==> src/rtl/gpio_port_pkg.sv <==
package gpio_port_pkg;

    // Byte offsets that the bus decoder recognises.
    localparam int unsigned DATA_WINDOW_END = 'h400;
    localparam int unsigned OFS_DIR         = 'h400;
    localparam int unsigned OFS_PULL_UP     = 'h510;
    localparam int unsigned OFS_PULL_DN     = 'h514;
    // Lowest address bit of the per-access lane mask.
    localparam int unsigned MASK_LSB        = 2;

    // Class of the request seen on the bus in the current cycle.
    typedef enum logic [2:0] {
        ACC_IDLE,
        ACC_DATA,
        ACC_DIR,
        ACC_PULL_UP,
        ACC_PULL_DN,
        ACC_HOLE
    } acc_kind_e;

    // Source chosen for one pin in the current cycle.
    typedef enum logic [1:0] {
        PM_DRIVE,
        PM_PULL_HI,
        PM_PULL_LO,
        PM_FLOAT
    } pin_mode_e;

endpackage

==> src/rtl/gpio_bus_decode.sv <==
module gpio_bus_decode
    import gpio_port_pkg::*;
#(
    parameter int unsigned ADDR_W   = 12,
    parameter int unsigned LINES    = 8,
    parameter bit          EXT_PULL = 1'b1
) (
    input  logic              valid_i,
    input  logic [ADDR_W-1:0] addr_i,
    output acc_kind_e         kind_o,
    output logic [LINES-1:0]  lane_mask_o
);

    localparam logic [ADDR_W-1:0] WIN_END = ADDR_W'(DATA_WINDOW_END);
    localparam logic [ADDR_W-1:0] A_DIR   = ADDR_W'(OFS_DIR);
    localparam logic [ADDR_W-1:0] A_PU    = ADDR_W'(OFS_PULL_UP);
    localparam logic [ADDR_W-1:0] A_PD    = ADDR_W'(OFS_PULL_DN);

    // The lane mask comes straight from the address bits above the byte offset.
    assign lane_mask_o = addr_i[MASK_LSB +: LINES];

    always_comb begin
        kind_o = ACC_HOLE;
        if (!valid_i) begin
            kind_o = ACC_IDLE;
        end else if (addr_i < WIN_END) begin
            kind_o = ACC_DATA;
        end else if (addr_i == A_DIR) begin
            kind_o = ACC_DIR;
        end else if (EXT_PULL && (addr_i == A_PU)) begin
            kind_o = ACC_PULL_UP;
        end else if (EXT_PULL && (addr_i == A_PD)) begin
            kind_o = ACC_PULL_DN;
        end
    end

endmodule

==> src/rtl/gpio_in_sync.sv <==
module gpio_in_sync #(
    parameter int unsigned LINES  = 8,
    parameter int unsigned STAGES = 2
) (
    input  logic             clk_i,
    input  logic             rst_ni,
    input  logic [LINES-1:0] async_i,
    output logic [LINES-1:0] sync_o
);

    // One shift chain per line; the oldest stage feeds the data register.
    for (genvar g = 0; g < LINES; g++) begin : g_line
        logic [STAGES-1:0] chain_q;

        always_ff @(posedge clk_i) begin
            if (!rst_ni) begin
                chain_q <= '0;
            end else begin
                chain_q <= {chain_q[STAGES-2:0], async_i[g]};
            end
        end

        assign sync_o[g] = chain_q[STAGES-1];
    end

endmodule

==> src/rtl/gpio_reg_bank.sv <==
module gpio_reg_bank
    import gpio_port_pkg::*;
#(
    parameter int unsigned      LINES         = 8,
    parameter int unsigned      DATA_W        = 32,
    parameter bit               EXT_PULL      = 1'b1,
    parameter logic [LINES-1:0] PULL_UP_FIXED = {LINES{1'b1}},
    parameter logic [LINES-1:0] PULL_DN_FIXED = {LINES{1'b0}}
) (
    input  logic              clk_i,
    input  logic              rst_ni,
    input  acc_kind_e         kind_i,
    input  logic              write_i,
    input  logic [LINES-1:0]  lane_mask_i,
    input  logic [LINES-1:0]  wdata_i,
    input  logic [LINES-1:0]  sync_i,
    output logic [LINES-1:0]  data_o,
    output logic [LINES-1:0]  dir_o,
    output logic [LINES-1:0]  pull_up_o,
    output logic [LINES-1:0]  pull_dn_o,
    output logic [DATA_W-1:0] rdata_o
);

    localparam int unsigned PAD_W = DATA_W - LINES;

    logic [LINES-1:0]  data_q, data_nxt, dir_q, wr_lanes;
    logic [DATA_W-1:0] rdata_q, rd_nxt;

    // Lanes a data store may touch: selected by the address and set as outputs.
    assign wr_lanes = (write_i && (kind_i == ACC_DATA)) ? (lane_mask_i & dir_q) : '0;

    // Output lanes keep or take the store; input lanes follow the synchronizer.
    assign data_nxt = (data_q & dir_q & ~wr_lanes)
                    | (wdata_i & wr_lanes)
                    | (sync_i & ~dir_q);

    always_ff @(posedge clk_i) begin
        if (!rst_ni) begin
            data_q <= '0;
        end else begin
            data_q <= data_nxt;
        end
    end

    always_ff @(posedge clk_i) begin
        if (!rst_ni) begin
            dir_q <= '0;
        end else if (write_i && (kind_i == ACC_DIR)) begin
            dir_q <= wdata_i;
        end
    end

    // Pull masks: software registers or fixed parameters.
    if (EXT_PULL) begin : g_pull_regs
        logic [LINES-1:0] pu_q, pd_q;

        always_ff @(posedge clk_i) begin
            if (!rst_ni) begin
                pu_q <= '0;
                pd_q <= '0;
            end else if (write_i) begin
                if (kind_i == ACC_PULL_UP) pu_q <= wdata_i;
                if (kind_i == ACC_PULL_DN) pd_q <= wdata_i;
            end
        end

        assign pull_up_o = pu_q;
        assign pull_dn_o = pd_q;
    end else begin : g_pull_fixed
        assign pull_up_o = PULL_UP_FIXED;
        assign pull_dn_o = PULL_DN_FIXED;
    end

    // Read return value for each access class.
    always_comb begin
        rd_nxt = '0;
        unique case (kind_i)
            ACC_IDLE:    rd_nxt = '0;
            ACC_DATA:    rd_nxt = {{PAD_W{1'b0}}, data_q & lane_mask_i};
            ACC_DIR:     rd_nxt = {{PAD_W{1'b0}}, dir_q};
            ACC_PULL_UP: rd_nxt = {{PAD_W{1'b0}}, pull_up_o};
            ACC_PULL_DN: rd_nxt = {{PAD_W{1'b0}}, pull_dn_o};
            ACC_HOLE:    rd_nxt = '0;
            default:     rd_nxt = '0;
        endcase
    end

    always_ff @(posedge clk_i) begin
        if (!rst_ni) begin
            rdata_q <= '0;
        end else if ((kind_i != ACC_IDLE) && !write_i) begin
            rdata_q <= rd_nxt;
        end
    end

    assign data_o  = data_q;
    assign dir_o   = dir_q;
    assign rdata_o = rdata_q;

endmodule

==> src/rtl/gpio_pin_resolve.sv <==
module gpio_pin_resolve
    import gpio_port_pkg::*;
#(
    parameter int unsigned      LINES      = 8,
    parameter logic [LINES-1:0] RESET_PINS = {LINES{1'b1}}
) (
    input  logic             clk_i,
    input  logic             rst_ni,
    input  logic [LINES-1:0] dir_i,
    input  logic [LINES-1:0] data_i,
    input  logic [LINES-1:0] pull_up_i,
    input  logic [LINES-1:0] pull_dn_i,
    output logic [LINES-1:0] pin_o
);

    for (genvar g = 0; g < LINES; g++) begin : g_line
        pin_mode_e mode;
        logic      pin_q, pin_nxt;

        // Mode priority: direction, then pull-up, then pull-down.
        always_comb begin
            if (dir_i[g])          mode = PM_DRIVE;
            else if (pull_up_i[g]) mode = PM_PULL_HI;
            else if (pull_dn_i[g]) mode = PM_PULL_LO;
            else                   mode = PM_FLOAT;
        end

        always_comb begin
            pin_nxt = pin_q;
            unique case (mode)
                PM_DRIVE:   pin_nxt = data_i[g];
                PM_PULL_HI: pin_nxt = 1'b1;
                PM_PULL_LO: pin_nxt = 1'b0;
                PM_FLOAT:   pin_nxt = pin_q;
                default:    pin_nxt = pin_q;
            endcase
        end

        always_ff @(posedge clk_i) begin
            if (!rst_ni) begin
                pin_q <= RESET_PINS[g];
            end else begin
                pin_q <= pin_nxt;
            end
        end

        assign pin_o[g] = pin_q;
    end

endmodule

==> src/rtl/gpio_mask_port.sv <==
module gpio_mask_port
    import gpio_port_pkg::*;
#(
    parameter int unsigned      LINES         = 8,
    parameter int unsigned      ADDR_W        = 12,
    parameter int unsigned      DATA_W        = 32,
    parameter int unsigned      SYNC_STAGES   = 2,
    parameter bit               EXT_PULL      = 1'b1,
    parameter logic [LINES-1:0] PULL_UP_FIXED = {LINES{1'b1}},
    parameter logic [LINES-1:0] PULL_DN_FIXED = {LINES{1'b0}}
) (
    input  logic              clk_i,
    input  logic              rst_ni,
    input  logic              bus_valid_i,
    input  logic              bus_write_i,
    input  logic [ADDR_W-1:0] bus_addr_i,
    input  logic [DATA_W-1:0] bus_wdata_i,
    output logic [DATA_W-1:0] bus_rdata_o,
    input  logic [LINES-1:0]  pin_i,
    output logic [LINES-1:0]  pin_o
);

    // At reset every line is an input, so each pin shows its pull-up bit.
    localparam logic [LINES-1:0] RESET_PINS = EXT_PULL ? '0 : PULL_UP_FIXED;

    acc_kind_e        acc_kind;
    logic [LINES-1:0] lane_mask;
    logic [LINES-1:0] sync_q;
    logic [LINES-1:0] data_q, dir_q, pull_up, pull_dn;
    logic             unused_wdata_hi;

    assign unused_wdata_hi = ^bus_wdata_i[DATA_W-1:LINES];

    gpio_bus_decode #(
        .ADDR_W   (ADDR_W),
        .LINES    (LINES),
        .EXT_PULL (EXT_PULL)
    ) decode_i (
        .valid_i     (bus_valid_i),
        .addr_i      (bus_addr_i),
        .kind_o      (acc_kind),
        .lane_mask_o (lane_mask)
    );

    gpio_in_sync #(
        .LINES  (LINES),
        .STAGES (SYNC_STAGES)
    ) sync_i (
        .clk_i   (clk_i),
        .rst_ni  (rst_ni),
        .async_i (pin_i),
        .sync_o  (sync_q)
    );

    gpio_reg_bank #(
        .LINES         (LINES),
        .DATA_W        (DATA_W),
        .EXT_PULL      (EXT_PULL),
        .PULL_UP_FIXED (PULL_UP_FIXED),
        .PULL_DN_FIXED (PULL_DN_FIXED)
    ) regs_i (
        .clk_i       (clk_i),
        .rst_ni      (rst_ni),
        .kind_i      (acc_kind),
        .write_i     (bus_write_i),
        .lane_mask_i (lane_mask),
        .wdata_i     (bus_wdata_i[LINES-1:0]),
        .sync_i      (sync_q),
        .data_o      (data_q),
        .dir_o       (dir_q),
        .pull_up_o   (pull_up),
        .pull_dn_o   (pull_dn),
        .rdata_o     (bus_rdata_o)
    );

    gpio_pin_resolve #(
        .LINES      (LINES),
        .RESET_PINS (RESET_PINS)
    ) resolve_i (
        .clk_i     (clk_i),
        .rst_ni    (rst_ni),
        .dir_i     (dir_q),
        .data_i    (data_q),
        .pull_up_i (pull_up),
        .pull_dn_i (pull_dn),
        .pin_o     (pin_o)
    );

endmodule

==> config.mk <==
export PLATFORM = sky130hd
export DESIGN_NAME = gpio_mask_port
export DESIGN_NICKNAME = d
export VERILOG_FILES = /design/src/rtl/gpio_port_pkg.sv /design/src/rtl/gpio_bus_decode.sv /design/src/rtl/gpio_in_sync.sv /design/src/rtl/gpio_reg_bank.sv /design/src/rtl/gpio_pin_resolve.sv /design/src/rtl/gpio_mask_port.sv
export SDC_FILE = /design/constraint.sdc
export NUM_CORES = 1
export LEC_CHECK = 0
export CAP_MARGIN = 10
export CORE_MARGIN = 2
export CORE_UTILIZATION = 45
export DETAILED_ROUTE_END_ITERATION = 6
export MAX_ROUTING_LAYER = met4
export PLACE_DENSITY = 0.8
export SYNTH_ARGS = -nofsm -noshare
export SYNTH_HDL_FRONTEND = slang
export SYNTH_SLANG_ARGS = --single-unit
==> constraint.sdc <==
create_clock -name clk_i -period 2.9 [get_ports clk_i]
set_input_delay 0.58 -clock clk_i [delete_from_list [all_inputs] [get_ports clk_i]]
set_output_delay 0.58 -clock clk_i [all_outputs]
set_load 0.01 [all_outputs]
==> metrics.txt, run 1 <==
switching share of total power 22.7%; CP Capture Type flop; vias in the first global route 2,509; DRT Pass-1 Iters 4; clk sinks 64; critical path data required time 3140 ps; core footprint just under 0.007 sq mm; IO Port Bufs 47; layout cells sized above 1 between 10% and 20%; sequential area share after synthesis 39.6%; combinational power share 7.1%; cell row count 30; Int Power 1.43 mW; Max transition margin 51.0%; Clk pwr share 44.6%; Nets between 400 and 500; Setup Skew 7.01 ps; clk root buf clkbuf_8; largest net degree at the start of global routing 38; synth warn 0; overall routing resource usage 19.8%; post-synthesis cell type count 37; Sequential Power Share 48.3%; Max Freq 389 MHz; IO Pins 96; gp weighted congestion 0.874; first-pass GRT wire length between 10 and 15 mm; post-synthesis cell count 364; Worst-Skew Late Latency ~350 ps; remaining global-route overflow 0; Worst Setup Start Kind input pin; Hold Buf Count CTS 0; critical path peak fanout 8; Min-Delay Path Class reg -> reg; Final Instance Count excl. Fillers 525; CTS resizes 0; met1 Resource Use GR 23.6%; Inserted Clock Buffers 9; clock tree buffer depth 2; Die X-Extent 88.8 um; status finished, final reports clean; total number of vias roughly 2,600; Net Sw Power 0.422 mW; Mapped Area 0.00323 sq mm; fin crit share approximately nine tenths; Synth-to-Final Area Change 23.6%; GR peak layer met2; max_cap viols 0; clock slew seen by the registers of the worst setup and hold paths 70 ps; Post-CTS Setup Bufs 0; CTS tree done; RSZ-0062 raised after global routing no; Die Y 88.8 um; DRT antenna net count 0; Synth Area per Inst 8.89 sq um; synthesized flop and latch total 64; Crit Path Category in -> reg; WL/cell 13.6 um; met2 Use GR 31.7%; Slew @ Worst Pin 730 ps; DRC viols 0; Slew Limit Fails 0; post-layout util 58.2%; Placed Cells between 500 and 600; WL final 7.13 mm; final hold violation count 0; min Tclk post-route 2570 ps; Initial Util a little under half; # setup viols final 0; DRT iter0 DRCs ~150; die area between 0.007 and 0.008 sq mm; VDD IR max 0.000329 V; H-tree depth 3; n_diodes 0; initial antenna violation count 0; Worst EP arrival 2810 ps; cell leakage power 1.71 nW; M3 GR Usage about 3.8%; vias per cell around 5.0; Power Density approximately 460 mW/mm^2; Post-DP HPWL 5.20 mm
[layout by cell type, fill, tap and decap left out, types with 2 or more instances in the layout]
cell | synthesis | final
dfxtp_1 | 64 | 64
clkdlybuf4s50_1 | 0 | 46
nand2_1 | 38 | 38
o21ai_0 | 31 | 31
and2_1 | 25 | 25
mux2i_1 | 24 | 24
conb_1 | 1 | 24
buf_4 | 32 | 23
inv_1 | 17 | 17
nand3_1 | 17 | 17
a21oi_1 | 16 | 16
ha_1 | 16 | 16
clkbuf_8 | 0 | 9
or2_2 | 8 | 8
and3_1 | 8 | 8
a221oi_1 | 8 | 8
a22oi_1 | 8 | 8
nor2b_1 | 8 | 8
o21ai_2 | 8 | 8
nor2_1 | 3 | 3
clkinv_2 | 0 | 3
nor3b_1 | 2 | 2
o21ai_1 | 2 | 2
nor4_1 | 2 | 2
or4_1 | 2 | 2
nand3_2 | 2 | 2
bufinv_16 | 0 | 2
[power groups by stage]
stage,sequential [mW],combinational [mW],clock (mW)
6_report,0.897,0.133,0.827
3_3_place_gp,0.916,0.128,0
5_1_grt,0.897,0.146,0.878
3_5_place_dp,0.917,0.131,0
2_1_floorplan,0.915,0.0829,0
4_1_cts,0.897,0.132,0.841
[critical path, stage by stage]
cell and delay (ps):
clkdlybuf4s50_1 420, or4_4 560, or3_4 390, or4_1 500, buf_4 200, nand3_1 100, o21ai_2 50
[cells by family (layout without fill, tap and decap cells)]
logic type	after synthesis	in the layout	synth area share [%]
and+or+nand+nor	122	122	21.1
AOI/OAI and AO/OA	75	75	14.2
DFF	64	64	39.6
buffers and inverters	61	103	11.1
muxes	24	24	7.43
adders and majority gates	16	16	6.19
other	1	24	0.116
xor gates and xnor gates	1	1	0.271
[sequential cells by signal, indices dropped and copies added (netlist names)]
register / count
sync_i.g_line.chain_q: 16
regs_i.data_o: 8
regs_i.dir_o: 8
regs_i.pull_dn_o: 8
regs_i.pull_up_o: 8
regs_i.rdata_o: 8
resolve_i.g_line.pin_q: 8
[cell usage after synthesis, drive strengths merged]
cell / n / area, sq um
a221oi: 8 / 70.1
inv: 17 / 63.8
nor2: 3 / 11.3
conb: 1 / 3.75
and4: 1 / 8.76
nand3: 19 / 105
a21oi: 16 / 80.1
clkbuf: 9 / 33.8
nor3b: 2 / 15.0
xor2: 1 / 8.76
a21boi: 1 / 7.51
nor3: 2 / 15.0
and2: 25 / 156
nor4: 3 / 33.8
ha: 16 / 200
and3: 8 / 50.1
nor2b: 8 / 50.1
or4: 3 / 26.3
a22oi: 8 / 60.1
buf: 35 / 260
o211ai: 1 / 7.51
mux2i: 24 / 240
or3: 2 / 17.5
or2: 8 / 50.1
o21ai: 41 / 235
nand2: 38 / 143
dfxtp: 64 / 1280
[layout make-up]
type,count,area [sq um]
fill,616,2870
multi-input combinational,262,1680
sequential,64,1280
timing repair buffer,70,638
clock buffer,10,128
tap,96,120
clock inverter,6,83.8
inverter,17,63.8
[layer usage]
layer / vias to the layer above / wire length (um)
met5: - / 0
met4: 0 / 98
met3: 10 / 411
met2: 88 / 3510
met1: 1206 / 3110
li1: 1318 / -
[stage by stage]
stage	hold WS [ps]	power [mW]	cell area, sq um	setup TNS [ps]	setup slack [ps]
final	435	1.86	4000	0	330
after global routing	465	1.92	4000	0	274
after CTS	442	1.87	4000	0	333
after detailed placement	424	1.05	3780	-185	-37.3
after global placement	414	1.04	3780	-0.720	-0.720
after floorplan	412	0.998	3320	0	383
[final timing paths]
path | from | end | slack, ps | depth (start not counted)
worst min-delay path | sync_i.g_line[4].chain_q[0] | sync_i.g_line[4].chain_q[1] | 440 | 1
worst min register to register | sync_i.g_line[4].chain_q[0] | sync_i.g_line[4].chain_q[1] | 440 | 1
worst max register to register | regs_i.dir_o[1] | resolve_i.g_line[1].pin_q | 1410 | 5
worst max-delay path | bus_addr_i[6] | regs_i.pull_up_o[3] | 330 | 7
(Power assumes the default switching activity.)
==> inputs of run 2 (changes only) <==
- CTS_BUF_LIST: unset -> sky130_fd_sc_hd__clkbuf_4
- GPL_TIMING_DRIVEN: unset -> 0
==> metrics.txt, run 2 (synthesized netlist as in run 1, its figures left out) <==
Initial Util 47.1% (unchanged); Worst R2R Start regs_i.pull_up_o[4] (was regs_i.dir_o[1]); most common cell after layout, fill and taps aside dfxtp_1 (unchanged); CP Capture Type flop (unchanged); remaining global-route overflow 0 (unchanged); switching share of total power 23.5% (was 22.7%); IO Pins 96 (unchanged); fin crit share 101% (was 88.6%); Crit path max-delay family simple AND/OR/NAND/NOR gates (unchanged); VDD IR max 0.000332 V (was 0.000329 V); gp weighted congestion 0.886 (was 0.874); Crit path buffers/inverters 1 (was 2); Slew Limit Fails 0 (unchanged); number of flip-flops in the largest register 16 (unchanged); Final Instance Count excl. Fillers 550 (was 525); Post-DP HPWL 5.49 mm (was 5.20 mm); max_cap viols 0 (unchanged); status complete, but fails checks (was finished, final reports clean); Most flops, register sync_i.g_line.chain_q (unchanged); initial antenna violation count 0 (unchanged); Power Density 422 mW/mm^2 (was 465 mW/mm^2); Worst Setup Start Kind input pin (unchanged); clk sinks 64 (unchanged); Die X-Extent 88.8 um (unchanged); layout cells sized above 1 17.2% (was 14.2%); worst-path cell chain clkdlybuf4s50_1 -> nor3b_1 -> o21ai_1 -> o21ai_0 (was clkdlybuf4s50_1 -> or4_4 -> or3_4 -> or4_1 -> buf_4 -> nand3_1 -> o21ai_2); Max Freq 342 MHz (was 389 MHz); Inserted Clock Buffers 9 (unchanged); crit path launch bus_valid_i (was bus_addr_i[6]); Crit Path Category in -> reg (unchanged); Net Sw Power 0.407 mW (was 0.422 mW); critical path peak fanout 9 (was 8); final hold violation count 0 (unchanged); DRT iter0 DRCs 285 (was 145); H-tree depth 3 (unchanged); clock tree buffer depth 2 (unchanged); Worst EP arrival 3260 ps (was 2810 ps); combinational power share 9.4% (was 7.1%); n_diodes 0 (unchanged); Max transition margin 2.48% (was 51.0%); Placed Cells 533 (was 509); # setup viols final 7 (was 0); critical path depth in cells 4 (was 7); Setup Skew 10.9 ps (was 7.01 ps); Hold Buf Count CTS 0 (unchanged); first-pass GRT wire length 11.9 mm (was 11.4 mm); most frequent cells in the layout dfxtp_1, clkdlybuf4s50_1, nand2_1 (unchanged); CTS tree done (unchanged); min Tclk post-route 2920 ps (was 2570 ps); Nets 521 (was 496); CP max-delay cell nor3b_1 (was or4_4); WL final 7.75 mm (was 7.13 mm); DRT Pass-1 Iters 7 (was 4); Synth-to-Final Area Change 27.1% (was 23.6%); core footprint 0.00687 sq mm (unchanged); failing checks design-rule violations, negative setup slack; clock slew seen by the registers of the worst setup and hold paths 100 ps (was 70 ps); DRT antenna net count 0 (unchanged); cell row count 30 (unchanged); DRC viols 12 (was 0); Sequential Power Share 51.7% (was 48.3%); Min-Delay Path Class reg -> reg (unchanged); Worst Setup EP regs_i.rdata_o[3] (was regs_i.pull_up_o[3]); post-layout util 59.9% (was 58.2%); Layout fillers 592 (was 616); Worst-Skew Late Latency 410 ps (was 350 ps); Reg2Reg Depth 5 (unchanged); Slew @ Worst Pin 1460 ps (was 730 ps); total number of vias 2,797 (was 2,622); largest net degree at the start of global routing 12 (was 38); WL/cell 14.1 um (was 13.6 um); die area 0.00788 sq mm (unchanged); setup slack after layout -21.5 ps (was 330 ps); overall routing resource usage 21.2% (was 19.8%); delay of the slowest critical-path stage 1180 ps (was 560 ps); Int Power 1.33 mW (was 1.43 mW); cell leakage power 1.78 nW (was 1.71 nW); FF-to-FF End resolve_i.g_line[4].pin_q (was resolve_i.g_line[1].pin_q); Die Y 88.8 um (unchanged); vias per cell 5.09 (was 4.99); vias in the first global route 2,541 (was 2,509); clk root buf clkbuf_4 (was clkbuf_8); RSZ-0062 raised after global routing no (unchanged); critical path data required time 3240 ps (was 3140 ps); reg2reg setup slack 1370 ps (was 1410 ps); IO Port Bufs 47 (unchanged); Sum Neg Setup Slack -76.7 ps (was 0 ps); Clk pwr share 38.9% (was 44.6%)
## run 2: how the worst min path moves through the flow
stage,start,to,slack (ps),cells after the start
final,sync_i.g_line[4].chain_q[0],sync_i.g_line[4].chain_q[1],440,1
after global routing,sync_i.g_line[0].chain_q[0],sync_i.g_line[0].chain_q[1],460,1
after CTS,sync_i.g_line[0].chain_q[0],sync_i.g_line[0].chain_q[1],450,1
after detailed placement,sync_i.g_line[0].chain_q[0],sync_i.g_line[0].chain_q[1],420,1
after global placement,sync_i.g_line[4].chain_q[0],sync_i.g_line[4].chain_q[1],410,1
after floorplan,sync_i.g_line[0].chain_q[0],sync_i.g_line[0].chain_q[1],410,1
## run 2: layout make-up
class	count	area, sq um	share of cell area, %
well taps	96	120	2.92
clock buffers	10	75.1	1.83
inverters	17	63.8	1.55
multi-input cells	262	1690	41.2
clock inverters	6	83.8	2.04
flip-flops and latches	64	1280	31.2
repair buffers	51	498	12.1
plain buffers	44	295	7.18
## run 2: timing repair
item,4_1_cts,5_1_grt
buffers inserted,0,0
gates resized for setup,0,2
endpoints found under the setup margin,0,8
## run 2: routing by layer
| metal | up-vias | wire (um) | GRT usage [%] |
|---|---|---|---|
| met5 | - | 0 | - |
| met4 | 0 | 174 | 8.95 |
| met3 | 18 | 729 | 6.34 |
| met2 | 145 | 3720 | 34.2 |
| met1 | 1257 | 3120 | 24.4 |
| li1 | 1377 | - | - |
## run 2: power groups by stage
stage	logic, mW	clock network [mW]	registers, mW
5_1_grt	0.176	0.722	0.897
4_1_cts	0.159	0.684	0.896
6_report	0.163	0.674	0.896
2_1_floorplan	0.0829	0	0.915
3_5_place_dp	0.159	0	0.916
3_3_place_gp	0.155	0	0.916
## run 2: stage by stage
| stage | hold slack (ps) | area, sq um | power, mW | setup slack, ps |
|---|---|---|---|---|
| 2_1_floorplan | 412 | 3320 | 0.998 | 383 |
| 3_3_place_gp | 414 | 3910 | 1.07 | -631 |
| 3_5_place_dp | 418 | 3950 | 1.08 | -406 |
| 4_1_cts | 445 | 4110 | 1.74 | 53.3 |
| 5_1_grt | 458 | 4110 | 1.80 | 90.2 |
| 6_report | 441 | 4110 | 1.73 | -21.5 |
==> inputs of run 3 (changes only) <==
- ABC_AREA: unset -> 1
- CAP_MARGIN: 10 -> 20
- PLACE_DENSITY: 0.8 -> 0.78
==> metrics.txt, run 3 <==
overall routing resource usage 22.7% (was 21.2%); fin crit share 88.5% (was 101%); Slew @ Worst Pin 797 ps (was 1460 ps); worst-path cell chain clkdlybuf4s50_1 -> nand3_1 -> nor2_2 -> nand4_1 -> buf_2 -> o21ai_0 -> a21oi_1 (was clkdlybuf4s50_1 -> nor3b_1 -> o21ai_1 -> o21ai_0); synth top area cells dfxtp_1, inv_1, buf_4 (was dfxtp_1, mux2i_1, buf_4); Net Sw Power 0.457 mW (was 0.407 mW); Worst-Skew Late Latency 420 ps (was 410 ps); DRT Pass-1 Iters 5 (was 7); Initial Util 46.2% (was 47.1%); combinational power share 9.7% (was 9.4%); Nets 623 (was 521); Crit path buffers/inverters 2 (was 1); IO Pins 96 (unchanged); CTS tree done (unchanged); DRT iter0 DRCs 420 (was 285); switching share of total power 24.5% (was 23.5%); total number of vias 3,330 (was 2,797); gp weighted congestion 0.994 (was 0.886); VDD IR max 0.000364 V (was 0.000332 V); post-synthesis cell type count 27 (was 37); delay of the slowest critical-path stage 640 ps (was 1180 ps); first-pass GRT wire length 14.7 mm (was 11.9 mm); DRT antenna net count 0 (unchanged); Min-Delay Path Class reg -> reg (unchanged); cell row count 32 (was 30); clk sinks 64 (unchanged); # setup viols final 0 (was 7); WL/cell 13.8 um (was 14.1 um); number of flip-flops in the largest register 16 (unchanged); Most flops, register sync_i.g_line.chain_q (unchanged); IO Port Bufs 46 (was 47); cell leakage power 2.02 nW (was 1.78 nW); clock slew seen by the registers of the worst setup and hold paths 100 ps (about the same); CP max-delay cell clkdlybuf4s50_1 (was nor3b_1); initial antenna violation count 0 (unchanged); Synth-to-Final Area Change 24.1% (was 27.1%); Worst EP arrival 2870 ps (was 3260 ps); max_cap viols 0 (unchanged); count leader, synth inv_1 (was dfxtp_1); EDFF count, synth 0 (unchanged); Setup Skew 15.3 ps (was 10.9 ps); Die X-Extent 93.1 um (was 88.8 um); Slew Limit Fails 0 (unchanged); Inserted Clock Buffers 9 (unchanged); post-synthesis cell count 471 (was 364); Int Power 1.41 mW (was 1.33 mW); top-area cell type share of the netlist area 35.9% (was 39.6%); Synth top cells by count inv_1, dfxtp_1, nand2_1, o21ai_0, a21oi_1 (was dfxtp_1, nand2_1, buf_4, o21ai_0, and2_1); H-tree depth 3 (unchanged); Hold Buf Count CTS 0 (unchanged); Max Freq 390 MHz (was 342 MHz); synthesized flop and latch total 64 (unchanged); RSZ-0062 raised after global routing no (unchanged); DRC viols 0 (was 12); Pwr Total 1.86 mW (was 1.73 mW); die area 0.00867 sq mm (was 0.00788 sq mm); status finished, final reports clean (was complete, but fails checks); Post-CTS Setup Bufs 0 (unchanged); CP Capture Type flop (unchanged); final hold violation count 0 (unchanged); Max transition margin 46.9% (was 2.48%); largest net degree at the start of global routing 13 (was 12); Mapped Area 0.00357 sq mm (was 0.00323 sq mm); sequential area share after synthesis 35.9% (was 39.6%); ys async rst share 0% (unchanged); remaining global-route overflow 0 (unchanged); clock tree buffer depth 2 (unchanged); most frequent cells in the layout inv_1, dfxtp_1, nand2_1 (was dfxtp_1, clkdlybuf4s50_1, nand2_1); core footprint 0.00773 sq mm (was 0.00687 sq mm); critical path data required time 3200 ps (was 3240 ps); Top FF cell, synth dfxtp_1 (unchanged); synth warn 0 (unchanged); Sum Neg Setup Slack 0 ps (was -76.7 ps); Worst Setup Start Kind input pin (unchanged); clk root buf clkbuf_4 (unchanged); Sequential Power Share 48.2% (was 51.7%); min Tclk post-route 2570 ps (was 2920 ps); Crit Path Category in -> reg (unchanged); most common cell after layout, fill and taps aside inv_1 (was dfxtp_1); leading area contributor after synthesis dfxtp_1 (unchanged); Die Y 93.1 um (was 88.8 um); Crit path max-delay family simple AND/OR/NAND/NOR gates (unchanged); vias per cell 5.06 (was 5.09); CTS resizes 0 (unchanged); vias in the first global route 3,098 (was 2,541); n_diodes 0 (unchanged); Post-DP HPWL 6.49 mm (was 5.49 mm); Synth Area per Inst 7.59 sq um (was 8.89 sq um); layout cells sized above 1 16.9% (was 17.2%); WL final 9.11 mm (was 7.75 mm); Power Density 420 mW/mm^2 (was 422 mW/mm^2); critical path peak fanout 10 (was 9); Clk pwr share 42.2% (was 38.9%)
-- run 3: changes by cell type after synthesis, sizes merged, moves of 9 or more --
| cell | previous run | this run |
|---|---|---|
| nor2 | 3 | 35 |
| mux2i | 24 | 0 |
| a21oi | 16 | 42 |
| inv | 17 | 90 |
| nand3 | 19 | 28 |
| nand2 | 38 | 59 |
| nand4 | 0 | 28 |
| and2 | 25 | 0 |
-- run 3: cells by family after synthesis --
kind of cell	after synthesis	share of synthesized area (%)
AO/OA/AOI/OAI	96	16.1
adder cells (fa/ha/maj)	16	5.60
buffers and inverters	136	18.7
flip-flops	64	35.9
multiplexers	8	2.52
other	1	0.105
AND/OR/NAND/NOR	150	21.1
-- run 3: stage by stage --
stage	hold slack (ps)	std cells	instance area [sq um]	utilization, %	worst slack (ps)
final	422	658	4440	57.4	334
after CTS	425	658	4440	57.4	459
after detailed placement	398	642	4250	55.0	30.9
after global routing	434	658	4440	57.4	311
after floorplan	390	494	3660	-	1160
after global placement	393	642	4250	55.0	66.3
-- run 3: area by class of cell --
type	instances	area, sq um
buffer	46	332
tap	102	128
clock buffer	9	67.6
inverter	90	338
clock inverter	7	120
fill	718	3290
timing repair buffer	46	460
sequential	64	1280
multi-input combinational	294	1710
-- run 3: power by group through the flow --
| stage | clock [mW] | combinational [mW] | sequential (mW) |
|---|---|---|---|
| 3_5_place_dp | 0 | 0.176 | 0.918 |
| 4_1_cts | 0.796 | 0.177 | 0.898 |
| 2_1_floorplan | 0 | 0.0978 | 0.915 |
| 5_1_grt | 0.841 | 0.196 | 0.900 |
| 3_3_place_gp | 0 | 0.173 | 0.917 |
| 6_report | 0.786 | 0.180 | 0.898 |
-- run 3: worst paths after layout --
kind	slack (ps)	end	cells past startpoint	start
worst min register to register	420	sync_i.g_line[4].chain_q[1]	2	sync_i.g_line[4].chain_q[0]
worst max register to register	1400	resolve_i.g_line[4].pin_q	6	regs_i.dir_o[4]
worst max-delay path	330	regs_i.pull_dn_o[7]	7	bus_addr_i[2]
worst min-delay path	420	sync_i.g_line[4].chain_q[1]	2	sync_i.g_line[4].chain_q[0]
-- run 3: routing by layer --
layer  vias up  GRT usage (%)  share of wire, %
met5         -              -                 0
met4         0           9.80               2.5
met3        26           4.67               8.8
met2       171           36.3                47
met1      1487           28.0                42
li1       1646              -                 -
-- run 3: worst register-to-register path, delay by kind of cell (launching register included) --
family          cells  cell delay (ps)
compound gates      1              170
fa+ha+maj           1              270
buf+inv             2              110
flops               1              370
mux                 1              320
simple gates        1              160
